==> src/rtl/dma_irq_pkg.sv <==
// Package: shared constants for the DMA interrupt status aggregator.
// Assumes: normal flags occupy the low positions, abnormal flags follow,
// and the fatal-bus-error flag is the highest flag.
package dma_irq_pkg;

    localparam int NORM_N = 4;
    localparam int ABN_N  = 9;
    localparam int FLAG_N = NORM_N + ABN_N;

    // Normal group
    localparam int FL_TX_DONE   = 0;
    localparam int FL_TX_NOBUF  = 1;
    localparam int FL_RX_DONE   = 2;
    localparam int FL_RX_EARLY  = 3;
    // Abnormal group
    localparam int FL_TX_STOP   = 4;
    localparam int FL_TX_JABBER = 5;
    localparam int FL_RX_OVF    = 6;
    localparam int FL_TX_UNF    = 7;
    localparam int FL_RX_NOBUF  = 8;
    localparam int FL_RX_STOP   = 9;
    localparam int FL_RX_WDOG   = 10;
    localparam int FL_TX_EARLY  = 11;
    localparam int FL_BUS_FATAL = 12;

    // Access type recorded on a fatal bus error
    typedef enum logic [2:0] {
        BERR_RX_DATA_WR = 3'd0,
        BERR_RSVD_1     = 3'd1,
        BERR_RSVD_2     = 3'd2,
        BERR_TX_DATA_RD = 3'd3,
        BERR_RX_DESC_WR = 3'd4,
        BERR_TX_DESC_WR = 3'd5,
        BERR_RX_DESC_RD = 3'd6,
        BERR_TX_DESC_RD = 3'd7
    } bus_err_e;

endpackage

==> src/rtl/irq_flag_bank.sv <==
// Module: irq_flag_bank
// A bank of N sticky event flags. An event sets its flag, and a clear
// request (write-1) resets it. An event beats a clear in the same cycle.
// A per-bit auto-clear input beats both.
// Assumes: events are single-cycle pulses; clr_i is already qualified by
// the write strobe.
module irq_flag_bank #(
    parameter int N = 13
) (
    input  logic         clk,
    input  logic         rst_n,
    input  logic [N-1:0] ev_i,
    input  logic [N-1:0] clr_i,
    input  logic [N-1:0] autoclr_i,
    output logic [N-1:0] flags_o
);

    logic [N-1:0] flag_q;

    for (genvar b = 0; b < N; b++) begin : g_flag
        // Purpose: one sticky flag with priority auto-clear > event > clear
        always_ff @(posedge clk) begin
            if (!rst_n) begin
                flag_q[b] <= 1'b0;
            end else if (autoclr_i[b]) begin
                flag_q[b] <= 1'b0;
            end else if (ev_i[b]) begin
                flag_q[b] <= 1'b1;
            end else if (clr_i[b]) begin
                flag_q[b] <= 1'b0;
            end
        end
    end

    assign flags_o = flag_q;

endmodule

==> src/rtl/irq_summary.sv <==
// Module: irq_summary
// A sticky summary bit over a group of N flags. It sets while any enabled
// flag is set, and it clears on a write-1 only when no enabled flag remains.
// Assumes: flags_i are registered flags, so the summary lags them by one edge.
module irq_summary #(
    parameter int N = 4
) (
    input  logic         clk,
    input  logic         rst_n,
    input  logic [N-1:0] flags_i,
    input  logic [N-1:0] en_i,
    input  logic         clr_i,
    output logic         sum_o
);

    logic hit;
    logic sum_q;

    // Purpose: detect any flag of the group that is both set and enabled
    always_comb begin
        hit = |(flags_i & en_i);
    end

    // Purpose: sticky summary register, set has priority over clear
    always_ff @(posedge clk) begin
        if (!rst_n) begin
            sum_q <= 1'b0;
        end else if (hit) begin
            sum_q <= 1'b1;
        end else if (clr_i) begin
            sum_q <= 1'b0;
        end
    end

    assign sum_o = sum_q;

endmodule

==> src/rtl/irq_err_latch.sv <==
// Module: irq_err_latch
// Captures the bus-error access code when a fatal error event arrives.
// The code is visible only while the fatal flag is valid, and reads zero
// otherwise.
// Assumes: capture_i is the fatal-error event pulse.
module irq_err_latch #(
    parameter int W = 3
) (
    input  logic         clk,
    input  logic         rst_n,
    input  logic         capture_i,
    input  logic [W-1:0] code_i,
    input  logic         valid_i,
    output logic [W-1:0] code_o
);

    logic [W-1:0] code_q;

    // Purpose: hold the code of the most recent fatal error
    always_ff @(posedge clk) begin
        if (!rst_n) begin
            code_q <= '0;
        end else if (capture_i) begin
            code_q <= code_i;
        end
    end

    // Purpose: hide the code while no fatal error is flagged
    always_comb begin
        code_o = valid_i ? code_q : '0;
    end

endmodule

==> src/rtl/dma_irq_status.sv <==
// Module: dma_irq_status
// The top of the DMA interrupt status aggregator. It holds the sticky event
// flags, the two sticky summaries, the latched bus-error code, the
// pass-through process states and the registered interrupt line.
// Assumes: a write clears every flag or summary whose data bit is 1, and
// all other word positions ignore writes.
module dma_irq_status
    import dma_irq_pkg::*;
#(
    parameter int STATE_W = 3,
    parameter int CODE_W  = 3,
    parameter int WORD_W  = 32
) (
    input  logic               clk,
    input  logic               rst_n,
    input  logic [FLAG_N-1:0]  evt_i,
    input  logic [CODE_W-1:0]  err_code_i,
    input  logic [STATE_W-1:0] tx_state_i,
    input  logic [STATE_W-1:0] rx_state_i,
    input  logic [FLAG_N-1:0]  irq_en_i,
    input  logic               wr_en_i,
    input  logic [WORD_W-1:0]  wr_data_i,
    output logic [WORD_W-1:0]  status_o,
    output logic               sum_norm_o,
    output logic               sum_abn_o,
    output logic               irq_o
);

    localparam int POS_SUM_N = FLAG_N;
    localparam int POS_SUM_A = FLAG_N + 1;
    localparam int POS_ERR   = FLAG_N + 2;
    localparam int POS_TX    = POS_ERR + CODE_W;
    localparam int POS_RX    = POS_TX + STATE_W;
    localparam int USED_W    = POS_RX + STATE_W;

    logic [WORD_W-1:0] wr_clr;
    logic [FLAG_N-1:0] flags;
    logic [FLAG_N-1:0] autoclr;
    logic              sum_n;
    logic              sum_a;
    logic [CODE_W-1:0] err_vis;
    logic              irq_q;
    logic              unused_wr_bits;

    // Purpose: qualify write data into a clear mask
    always_comb begin
        wr_clr = wr_en_i ? wr_data_i : '0;
    end

    // Purpose: receive-done clears the early-receive flag
    always_comb begin
        autoclr              = '0;
        autoclr[FL_RX_EARLY] = evt_i[FL_RX_DONE];
    end

    irq_flag_bank #(.N(FLAG_N)) u_flags (
        .clk       (clk),
        .rst_n     (rst_n),
        .ev_i      (evt_i),
        .clr_i     (wr_clr[FLAG_N-1:0]),
        .autoclr_i (autoclr),
        .flags_o   (flags)
    );

    irq_summary #(.N(NORM_N)) u_sum_norm (
        .clk     (clk),
        .rst_n   (rst_n),
        .flags_i (flags[NORM_N-1:0]),
        .en_i    (irq_en_i[NORM_N-1:0]),
        .clr_i   (wr_clr[POS_SUM_N]),
        .sum_o   (sum_n)
    );

    irq_summary #(.N(ABN_N)) u_sum_abn (
        .clk     (clk),
        .rst_n   (rst_n),
        .flags_i (flags[FLAG_N-1:NORM_N]),
        .en_i    (irq_en_i[FLAG_N-1:NORM_N]),
        .clr_i   (wr_clr[POS_SUM_A]),
        .sum_o   (sum_a)
    );

    irq_err_latch #(.W(CODE_W)) u_err (
        .clk       (clk),
        .rst_n     (rst_n),
        .capture_i (evt_i[FL_BUS_FATAL]),
        .code_i    (err_code_i),
        .valid_i   (flags[FL_BUS_FATAL]),
        .code_o    (err_vis)
    );

    // Purpose: register the combined interrupt so it moves only on an edge
    always_ff @(posedge clk) begin
        if (!rst_n) begin
            irq_q <= 1'b0;
        end else begin
            irq_q <= sum_n | sum_a;
        end
    end

    // Purpose: fold write bits that address read-only or unused positions
    always_comb begin
        unused_wr_bits = ^wr_clr[WORD_W-1:POS_ERR];
    end

    // Purpose: assemble the status word; unused positions read zero
    always_comb begin
        status_o                       = '0;
        status_o[FLAG_N-1:0]           = flags;
        status_o[POS_SUM_N]            = sum_n;
        status_o[POS_SUM_A]            = sum_a;
        status_o[POS_TX-1:POS_ERR]     = err_vis;
        status_o[POS_RX-1:POS_TX]      = tx_state_i;
        status_o[USED_W-1:POS_RX]      = rx_state_i;
    end

    assign sum_norm_o = sum_n;
    assign sum_abn_o  = sum_a;
    assign irq_o      = irq_q;

endmodule

==> config.mk <==
export PLATFORM = sky130hd
export DESIGN_NAME = dma_irq_status
export DESIGN_NICKNAME = d
export VERILOG_FILES = /design/src/rtl/dma_irq_pkg.sv /design/src/rtl/irq_flag_bank.sv /design/src/rtl/irq_summary.sv /design/src/rtl/irq_err_latch.sv /design/src/rtl/dma_irq_status.sv
export SDC_FILE = /design/constraint.sdc
export NUM_CORES = 1
export LEC_CHECK = 0
export BUFFER_PORTS_ARGS = -buffer_cell sky130_fd_sc_hd__buf_2
export CORE_ASPECT_RATIO = 0.75
export CORE_MARGIN = 5
export CORE_UTILIZATION = 38
export DETAILED_ROUTE_END_ITERATION = 7
export GPL_ROUTABILITY_DRIVEN = 1
export PLACE_DENSITY = 0.91
export RECOVER_POWER = 100
export SLEW_MARGIN = 20
export SYNTH_ARGS = -nofsm -noshare
export SYNTH_HDL_FRONTEND = slang
export SYNTH_HIERARCHICAL = 1
export SYNTH_SLANG_ARGS = --single-unit
==> constraint.sdc <==
create_clock -name clk -period 2.85 [get_ports clk]
set_clock_uncertainty 0.05 [all_clocks]
set_input_delay 0.57 -clock clk [delete_from_list [all_inputs] [get_ports clk]]
set_output_delay 0.57 -clock clk [all_outputs]
set_load 0.03 [all_outputs]
* Word-level counts from Yosys, hierarchy flattened
Index checks and enable logic that the tools add are counted.
** Word-level totals
- Input bits :: 70
- Output and inout port bits :: 35
- Flip-flop bits (word level) :: 19
- Logic and storage cells :: 71
** Operators by class
- Reductions and logical operators :: 18
- Multiplexer cells :: 32
- Bitwise operators :: 4
** Operators with widths (count)
- $mux W1 :: 30
- $reduce_bool A2 Y1 :: 15
- $mux W15 :: 1
- $and A9 B9 Y9 :: 1
- $reduce_or A9 Y1 :: 1
- $and A4 B4 Y4 :: 1
- $reduce_or A4 Y1 :: 1
- $mux W3 :: 1
- $reduce_or A2 Y1 :: 1
- $not A1 Y1 :: 1
- $or A1 B1 Y1 :: 1

* Longest topological paths before layout
Gate-level depths: netlist of run 1.
- Depth after elaboration :: 3
- Gate-level depth with buffers :: 4
- Gate-level depth less buffers :: 4

* Cells and area by module
Netlist of run 1, hierarchy kept.
** Modules (own cells, without submodules)
- irq_flag_bank :: cells each 53, instances 1, area each 531.8 µm², seq. area each 260.2 µm²
- dma_irq_status :: cells each 35, instances 1, area each 270.3 µm², seq. area each 20.0 µm²
- irq_err_latch :: cells each 12, instances 1, area each 127.6 µm², seq. area each 60.1 µm²
- irq_summary at u_sum_abn :: cells each 9, instances 1, area each 88.8 µm², seq. area each 20.0 µm²
- irq_summary at u_sum_norm :: cells each 6, instances 1, area each 50.0 µm², seq. area each 20.0 µm²

* Worst setup path before layout of run 1
OpenSTA, ideal clock, no wires.
- Kind :: flip-flop to output port
- From :: register u_flags.flag_q[12] (netlist: u_flags/flags_o[12])
- To :: output status_o[15]
- Slack :: 1.351 ns
- Required time :: 2.230 ns
- Path buffers :: 0
- Stages on the path, launching flop included :: 2
- Data arrival time :: 0.879 ns
- Cells stage by stage :: dfxtp_1 > and2_1
** Between the ends
- Word-level cells in the longest chain between the ends :: 1
** RTL lines
- start: declaration :: RTL line irq_flag_bank.sv:18 : logic [N-1:0] flag_q;
- start signal: indexed assignment :: RTL line irq_flag_bank.sv:24 : flag_q[b] <= 1'b0;
- start signal: indexed assignment :: RTL line irq_flag_bank.sv:26 : flag_q[b] <= 1'b0;
- start signal: indexed assignment :: RTL line irq_flag_bank.sv:28 : flag_q[b] <= 1'b1;
- $mux W3 :: RTL line irq_err_latch.sv:30 : code_o = valid_i ? code_q : '0;
- end: declaration :: RTL line dma_irq_status.sv:23 : output logic [WORD_W-1:0] status_o,
No other way between the ends.

* Worst setup path after layout of run 1
Same ends and word-level chain as after synthesis.

==> results of run 1 <==
-- routing by layer --
metal,part of all wire,vias up
met4,0.012,0
met2,0.48,50
met3,0.12,6
met1,0.38,399
met5,0,-
li1,-,484
-- synth_stat cells --
master	instances
dfxtp_1	19
buf_4	16
inv_1	16
nor2b_1	16
o211a_1	13
and2_2	11
and2_1	7
mux2i_1	3
a221oi_2	2
a22o_1	2
a31oi_1	2
buf_6	2
a222oi_1	1
a22oi_1	1
conb_1	1
nand2_1	1
nand2b_1	1
o21a_1	1
-- state kept, by name (all words and copies together) (netlist names) --
register and flops:
u_sum_norm/sum_o 1, u_sum_abn/sum_o 1, u_flags/flags_o 13, irq_o 1, u_err/code_q 3
-- worst max-delay path: cells and delay by family, from the launching register on --
kind | cells | cell delay, ps
buffers and inverters | 1 | 310
flip-flops | 1 | 410
AND/OR/NAND/NOR | 1 | 150
-- report_power, final --
group          switching, mW  internal [mW]  total [mW]  leakage [nW]
clock                 0.0861         0.0970       0.183        0.0255
combinational         0.0857         0.0571       0.143         0.588
sequential            0.0114          0.281       0.293         0.157
-- logic make-up (layout without fill, tap and decap cells) --
kind of cell / Yosys count / after routing / synth area share
DFF: 19 / 19 / 0.356
other: 1 / 20 / 0.00351
buffers and inverters: 34 / 87 / 0.190
and+or+nand+nor: 36 / 36 / 0.221
muxes: 3 / 3 / 0.0281
AOI/OAI and AO/OA: 22 / 22 / 0.201
-- per-stage QoR --
stage / utilization / setup WS (ps) / instance area, µm²
3_3_place_gp: 0.521 / 1400 / 1380
4_1_cts: 0.539 / 1230 / 1420
2_1_floorplan: - / 1350 / 1140
6_report: 0.528 / 1120 / 1400
5_1_grt: 0.528 / 1030 / 1400
3_5_place_dp: 0.521 / 1380 / 1380
-- layout make-up --
| class | instances | area share |
|---|---|---|
| Tap cell | 36 | 0.0323 |
| Clock inverter | 1 | 0.00358 |
| Timing Repair Buffer | 67 | 0.220 |
| Inverter | 16 | 0.0430 |
| Clock buffer | 3 | 0.0296 |
| Multi-Input combinational cell | 81 | 0.399 |
| Sequential cell | 19 | 0.272 |
-- final timing paths --
kind | from | to | slack (ps) | cells after the start
max | u_flags/flags_o[12]$_SDFFE_PP0P_ | status_o[15] | 1120 | 2
min | u_flags/flags_o[0]$_SDFFE_PP0P_ | u_sum_norm/sum_o$_SDFFE_PN0P_ | 460 | 2
max reg2reg | u_flags/flags_o[8]$_SDFFE_PP0P_ | u_sum_abn/sum_o$_SDFFE_PN0P_ | 1810 | 3
min reg2reg | u_flags/flags_o[0]$_SDFFE_PP0P_ | u_sum_norm/sum_o$_SDFFE_PN0P_ | 460 | 2
==> results.toml, run 1 <==
[run_status]
status = "finished, final reports clean"

[final_layout]
final_cell_mix = "buf_2 (45), clkbuf_1 (22), conb_1 (20)"
mostFrequentLayoutCell = "buf_2"
drive_gt1_frac = 0.332
nNetsFinal = 258
antenna_cells = 0
multiInputGateArea_um2 = 557
fillers = 283
register_area_um2 = 380
layoutNonFillerInstCount = 223
area_growth_pct = 30.7

[timing]
fin_crit_sh = 0.606
rsz0062_at_grt = "no"
fmax_ghz = 0.579
timing.final.hold_violations = 0
whs_ps = 465
slew_viol_final = 0
setup_violations = 0
worstMarginPinSlew_ps = 782
finalSetupTns_ps = 0
period_needed_ps = 1730
relSlewSlack = 0.479

[power]
p_total_mw = 0.618
leakage_nw = 0.770
vdd_drop_max_v = 0.000263
p_per_area_mw_per_mm2 = 443

[floorplan]
initial_core_util = 0.404
pin_count = 105
die_h_um = 55.9
die_w_um = 71.2
die_area_mm2 = 0.00398
core_mm2 = 0.00264
rows = 16

[grt]
met1_usage = 0.130
met3_usage = 0.0650
gr-usage-all-layers = 0.124
first_global_vias = 902
grt_util_met2 = 0.215
antenna_found_initial = 0
grt_pass1_wl_mm = 3.91
grt.overflow.total = 0
busiest_layer = "met2"
grt_max_degree = 20

[clock_tree]
clock_sinks = 19
clk_pin_slew_ps = 70
cts_hold_buf = 0
tritoncts = "done"
clockBufferDepth = 2
insertion_delay_ps = 250
ctsResizeCount = 0
cts_made_buffers = 3
cts_root_buf = "clkbuf_8"
htree_levels = 1
cts_setup_buffers = 0

[yosys]
ys_top_cells_by_area = "dfxtp_1 (36%), o211a_1 (12%), buf_4 (11%)"
ys_warn_count = 6
synth_cell_types = 18
yosysSeqAreaShare = 0.356
synth_area_mm2 = 0.00107
synth.top_cell.area_share = 0.356
synth_cells = 115
avgSynthCellArea_um2 = 9.29
synth_top_area_cell = "dfxtp_1"
synth-seq-cells = 19

[critical_path]
start_kind = "flip-flop"
crit_required_ps = 2230
cp.arrival_ps = 1110
worstSetupEndpointType = "output pin"
criticalPathCategory = "flip-flop to output pin"
crit_fanout = 6
cp_slowest_cell = "dfxtp_1"
worstPathCellList = "and2_1 -> clkbuf_1"
crit_path_max_incr_delay_ps = 410

[routing]
drc_errors = 0
routedWlPerCell_um = 11.5
vias_per_cell = 4.21
ant_nets = 0
drt_pass1_iterations = 4
num_vias = 939
first_iter_violations = 6
wl_mm = 2.57

[place]
placed_cells = 219
post-dp-hpwl_mm = 2.14
io_buffers = 67
gp_congestion = 0.681

[job]
cap_viol_max_count = 0

[hold_path]
hp-class = "flip-flop to flip-flop"
No activity file was read; power rests on OpenSTA's default activity.
==> run 2, diff against run 1 <==
--- a/config.mk
+++ b/config.mk
@@ -8,10 +8,10 @@
 export BUFFER_PORTS_ARGS = -buffer_cell sky130_fd_sc_hd__buf_2
 export CORE_ASPECT_RATIO = 0.75
 export CORE_MARGIN = 5
-export CORE_UTILIZATION = 38
+export CORE_UTILIZATION = 32
 export DETAILED_ROUTE_END_ITERATION = 7
 export GPL_ROUTABILITY_DRIVEN = 1
-export PLACE_DENSITY = 0.91
+export PLACE_DENSITY = 0.83
 export RECOVER_POWER = 100
 export SLEW_MARGIN = 20
 export SYNTH_ARGS = -nofsm -noshare
==> constraint.sdc (replaced) <==
create_clock -name clk -period 1.5 [get_ports clk]
set_clock_uncertainty 0.05 [all_clocks]
set_input_delay 0.3 -clock clk [delete_from_list [all_inputs] [get_ports clk]]
set_output_delay 0.3 -clock clk [all_outputs]
set_load 0.03 [all_outputs]
==> run 2 against run 1 <==
  * Sequential share of layout area decreased by 0.17 points
  * Combinational power increased by 90%
  * Utilization decreased by 9.5 points
  * Via count decreased by 1.2%
  * Final area increased by 0.63%
  * Routed wire length decreased by 2.7%
  * Worst setup slack got worse by 970 ps
  * Global-route usage decreased by 1.9 points
  * Clock power increased by 92%
  * Clock-buffer cell count unchanged
  * Die area increased by 16%
  * Non-clock buffer count unchanged
==> results.toml, run 2 (synthesis gave the netlist of run 1 again) <==
[run_status]
status = "finished, final reports clean"

[power]
seq_power_share = 0.472
leakage_nw = 0.780
switching_share = 0.298
internal_power_mw = 0.827
switchingPower_mw = 0.350
power_frac_comb = 0.230
vdd_drop_max_v = 0.000355
clock_power_share = 0.298
p_per_area_mw_per_mm2 = 838

[final_layout]
drive_gt1_frac = 0.348
largest_register_ffs = 13
mostFrequentLayoutCell = "buf_2"
nNetsFinal = 258
area_growth_pct = 31.5
final_cell_area_mm2 = 0.00141
final_cell_mix = "buf_2 (45), conb_1 (20), clkbuf_1 (19), dfxtp_1 (19)"
antenna_cells = 0

[floorplan]
pin_count = 105
die_h_um = 60.0
die_area_mm2 = 0.00461
rows = 18
core_mm2 = 0.00324
initial_core_util = 0.329
die_w_um = 76.7

[timing]
relSlewSlack = 0.647
rsz0062_at_grt = "no"
period_needed_ps = 1350
timing.final.hold_violations = 0
setup_violations = 0
slew_viol_final = 0
worstMarginPinSlew_ps = 529
finalSetupTns_ps = 0
fmax_ghz = 0.743
finalWorstSetupSlack_ps = 155
fin_crit_sh = 0.897

[place]
place_ws_ps = 309
gp_congestion = 0.673
io_buffers = 67
post-dp-hpwl_mm = 2.07
post_dp_cell_area_mm2 = 0.00138

[grt]
grt_max_degree = 20
gr-usage-all-layers = 0.105
antenna_found_initial = 0
grt_pass1_wl_mm = 3.86
grt.overflow.total = 0
first_global_vias = 894

[routing]
vias_per_cell = 4.09
wl_mm = 2.50
routedWlPerCell_um = 11.0
num_vias = 928
ant_nets = 0
drt_pass1_iterations = 5
drc_errors = 0
first_iter_violations = 27

[clock_tree]
tritoncts = "done"
ctsResizeCount = 0
cts_made_buffers = 3
insertion_delay_ps = 250
clock_sinks = 19
cts_root_buf = "clkbuf_8"
cts_setup_buffers = 0
htree_levels = 1
clockBufferDepth = 2
cts_hold_buf = 0
clk_pin_slew_ps = 70

[job]
cap_viol_max_count = 0

[critical_path]
criticalPathCategory = "flip-flop to output pin"
crit_start = "u_flags/flags_o[12]$_SDFFE_PP0P_"
cp.arrival_ps = 1000
worstReg2RegStart = "u_flags/flags_o[8]$_SDFFE_PP0P_"
crit_fanout = 6
worstSetupEndpointType = "output pin"
crit_required_ps = 1150
start_kind = "flip-flop"

[hold_path]
hold_path.startpoint = "evt_i[10]"
hp-class = "primary input to flip-flop"
==> run 2: final timing paths <==
path	slack (ps)	end	cells after the start
worst min-delay path	240	u_flags/flags_o[10]$_SDFFE_PP0P_	2
worst max-delay path	150	status_o[15]	2
worst max register to register	450	u_sum_abn/sum_o$_SDFFE_PN0P_	3
worst min register to register	450	u_sum_norm/sum_o$_SDFFE_PN0P_	2
==> run 2: critical path, stage by stage, from the launching register on <==
cell and delay (ps):
dfxtp_1 400, and2_1 150, clkbuf_2 200
==> run 2: layout make-up <==
| cell class | instances | area, µm² |
|---|---|---|
| flip-flops and latches | 19 | 380 |
| multi-input cells | 81 | 557 |
| well taps | 40 | 50.0 |
| clock buffers | 3 | 41.3 |
| clock inverters | 1 | 5.00 |
| repair buffers | 67 | 312 |
| fillers | 341 | 1840 |
| inverters | 16 | 60.1 |
==> run 2: per-layer routing <==
metal / track usage / vias up / share of wire
met5: 0 / - / 0
met4: 0.00998 / 0 / 0
met3: 0.0602 / 0 / 0.12
met2: 0.187 / 40 / 0.47
met1: 0.114 / 401 / 0.41
li1: - / 487 / -
==> run 2: through the flow <==
stage / instances / hold WS [ps] / total power, mW / utilization
final: 227 / 236 / 1.18 / 0.433
after global routing: 227 / 223 / 1.26 / 0.433
after CTS: 227 / 229 / 1.21 / 0.441
after detailed placement: 223 / 447 / 0.849 / 0.426
after global placement: 223 / 432 / 0.844 / 0.426
after floorplan: 134 / 359 / 0.795 / -
==> run 2: power by group through the flow <==
stage | logic, mW | registers [mW] | clock network [mW]
after floorplan | 0.182 | 0.613 | 0
after global placement | 0.278 | 0.567 | 0
after detailed placement | 0.282 | 0.567 | 0
after CTS | 0.283 | 0.555 | 0.375
after global routing | 0.298 | 0.561 | 0.402
final | 0.271 | 0.555 | 0.351
==> run 3, diff against run 2 <==
--- a/config.mk
+++ b/config.mk
@@ -8,10 +8,10 @@
 export BUFFER_PORTS_ARGS = -buffer_cell sky130_fd_sc_hd__buf_2
 export CORE_ASPECT_RATIO = 0.75
 export CORE_MARGIN = 5
-export CORE_UTILIZATION = 32
+export CORE_UTILIZATION = 36
 export DETAILED_ROUTE_END_ITERATION = 7
 export GPL_ROUTABILITY_DRIVEN = 1
-export PLACE_DENSITY = 0.83
+export PLACE_DENSITY = 0.87
 export RECOVER_POWER = 100
 export SLEW_MARGIN = 20
 export SYNTH_ARGS = -nofsm -noshare
==> constraint.sdc (replaced) <==
create_clock -name clk -period 1.3 [get_ports clk]
set_clock_uncertainty 0.05 [all_clocks]
set_input_delay 0.13 -clock clk [delete_from_list [all_inputs] [get_ports clk]]
set_output_delay 0.13 -clock clk [all_outputs]
set_load 0.03 [all_outputs]
==> run 3 against run 2 <==
  * Clock power is 13% higher
  * Sequential share of layout area is 0.17 points higher
  * Flip-flop and latch count stayed put
  * Final cell count is 0.88% lower
  * Combinational power is 15% higher
  * Global-route usage is 1.5 points higher
  * Clock-buffer cell count is 1 higher
  * Routed wire length is 2.2% lower
  * Worst setup slack worse by 24 ps
  * Utilization is 4.9 points higher
  * Highest routed layer is now met4
==> results.toml, run 3 (synthesis gave the netlist of run 1 again) <==
[run_status]
status = "finished, final reports clean"

[final_layout]
largest_register_ffs = 13
mostFrequentLayoutCell = "buf_2"
final_core_util = 0.483
final_cell_area_mm2 = 0.00140
area_growth_pct = 30.7
antenna_cells = 0
nNetsFinal = 258
final_cell_mix = "buf_2 (46), conb_1 (20), clkbuf_1 (19), dfxtp_1 (19)"
fillers = 314
drive_gt1_frac = 0.342
layoutNonFillerInstCount = 225

[routing]
ant_nets = 0
routedWlPerCell_um = 10.9
num_vias = 939
drt_pass1_iterations = 4
vias_per_cell = 4.17
wl_mm = 2.45
first_iter_violations = 14
drc_errors = 0

[clock_tree]
cts_hold_buf = 0
htree_levels = 1
insertion_delay_ps = 250
cts_made_buffers = 3
clock_sinks = 19
clockBufferDepth = 2
ctsResizeCount = 0
cts_root_buf = "clkbuf_8"
clk_pin_slew_ps = 70
tritoncts = "done"
cts_setup_buffers = 0

[timing]
slew_viol_final = 0
fmax_ghz = 0.855
fin_crit_sh = 0.900
rsz0062_at_grt = "no"
timing.final.hold_violations = 0
period_needed_ps = 1170
setup_violations = 0
finalWorstSetupSlack_ps = 130
finalSetupTns_ps = 0

[power]
switching_share = 0.290
internal_power_mw = 0.958
switchingPower_mw = 0.391
clock_power_share = 0.295
p_per_area_mw_per_mm2 = 966
leakage_nw = 0.778
vdd_drop_max_v = 0.000578
power_frac_comb = 0.231
seq_power_share = 0.475

[place]
io_buffers = 67
place_ws_ps = 232
gp_congestion = 0.660
placed_cells = 221
post_dp_cell_area_mm2 = 0.00138
post-dp-hpwl_mm = 2.03

[grt]
antenna_found_initial = 0
gr-usage-all-layers = 0.120
grt_pass1_wl_mm = 3.97
grt_max_degree = 20
busiest_layer = "met2"
grt.overflow.total = 0
first_global_vias = 917
met3_usage = 0.0669
met1_usage = 0.142
grt_util_met2 = 0.190

[floorplan]
core_mm2 = 0.00289
initial_core_util = 0.369
die_w_um = 72.9
rows = 17
die_h_um = 57.2
pin_count = 105
die_area_mm2 = 0.00417

[critical_path]
worstSetupEndpointType = "output pin"
criticalPathCategory = "flip-flop to output pin"
cp.arrival_ps = 990
crit_required_ps = 1120
crit_fanout = 6
start_kind = "flip-flop"

[hold_path]
hp-class = "primary input to flip-flop"

[job]
cap_viol_max_count = 0
run 3: cell types whose count changed in the layout (fill, tap and decap cells not counted), sizes merged:
| cell | change |
|---|---|
| buf | +1 |
| clkinv | -1 |
run 3: critical path, cell delays in order (launching register included):
cell	delay [ps]
dfxtp_1	400
and2_1	150
clkbuf_2	190
run 3: worst paths after layout:
check                                   startpoint                               to  slack [ps]  cells after the start
setup / recovery  u_flags/flags_o[12]$_SDFFE_PP0P_                     status_o[16]         130                      2
hold / removal                            evt_i[9]  u_flags/flags_o[9]$_SDFFE_PP0P_          70                      2
setup reg to reg   u_flags/flags_o[4]$_SDFFE_PP0P_     u_sum_abn/sum_o$_SDFFE_PN0P_         180                      3
hold reg to reg    u_flags/flags_o[0]$_SDFFE_PP0P_    u_sum_norm/sum_o$_SDFFE_PN0P_         440                      2
run 3: layer usage:
layer | wire length [µm] | up-vias | part of all wire
met3 | 293 | 4 | 0.12
li1 | - | 485 | -
met5 | 0 | - | 0
met1 | 1070 | 406 | 0.44
met4 | 12 | 0 | 0.0049
met2 | 1070 | 44 | 0.44
run 3: power groups by stage:
stage	registers [mW]	clock network, mW	logic [mW]
after CTS	0.640	0.422	0.326
after global placement	0.653	0	0.322
after global routing	0.646	0.449	0.340
after detailed placement	0.654	0	0.325
after floorplan	0.707	0	0.210
final	0.640	0.398	0.311
run 3: stage by stage:
stage | hold slack, ps | power (mW)
after floorplan | 189 | 0.917
after global placement | 210 | 0.975
after detailed placement | 210 | 0.979
after CTS | 60.9 | 1.39
after global routing | 54.0 | 1.44
final | 69.3 | 1.35
run 3: area by class of cell:
type	count	area [µm²]	share of cell area
Inverter	16	60.1	0.0430
Sequential cell	19	380	0.272
Tap cell	38	47.5	0.0341
Multi-Input combinational cell	81	551	0.394
Clock buffer	4	45.0	0.0323
Timing Repair Buffer	67	313	0.224
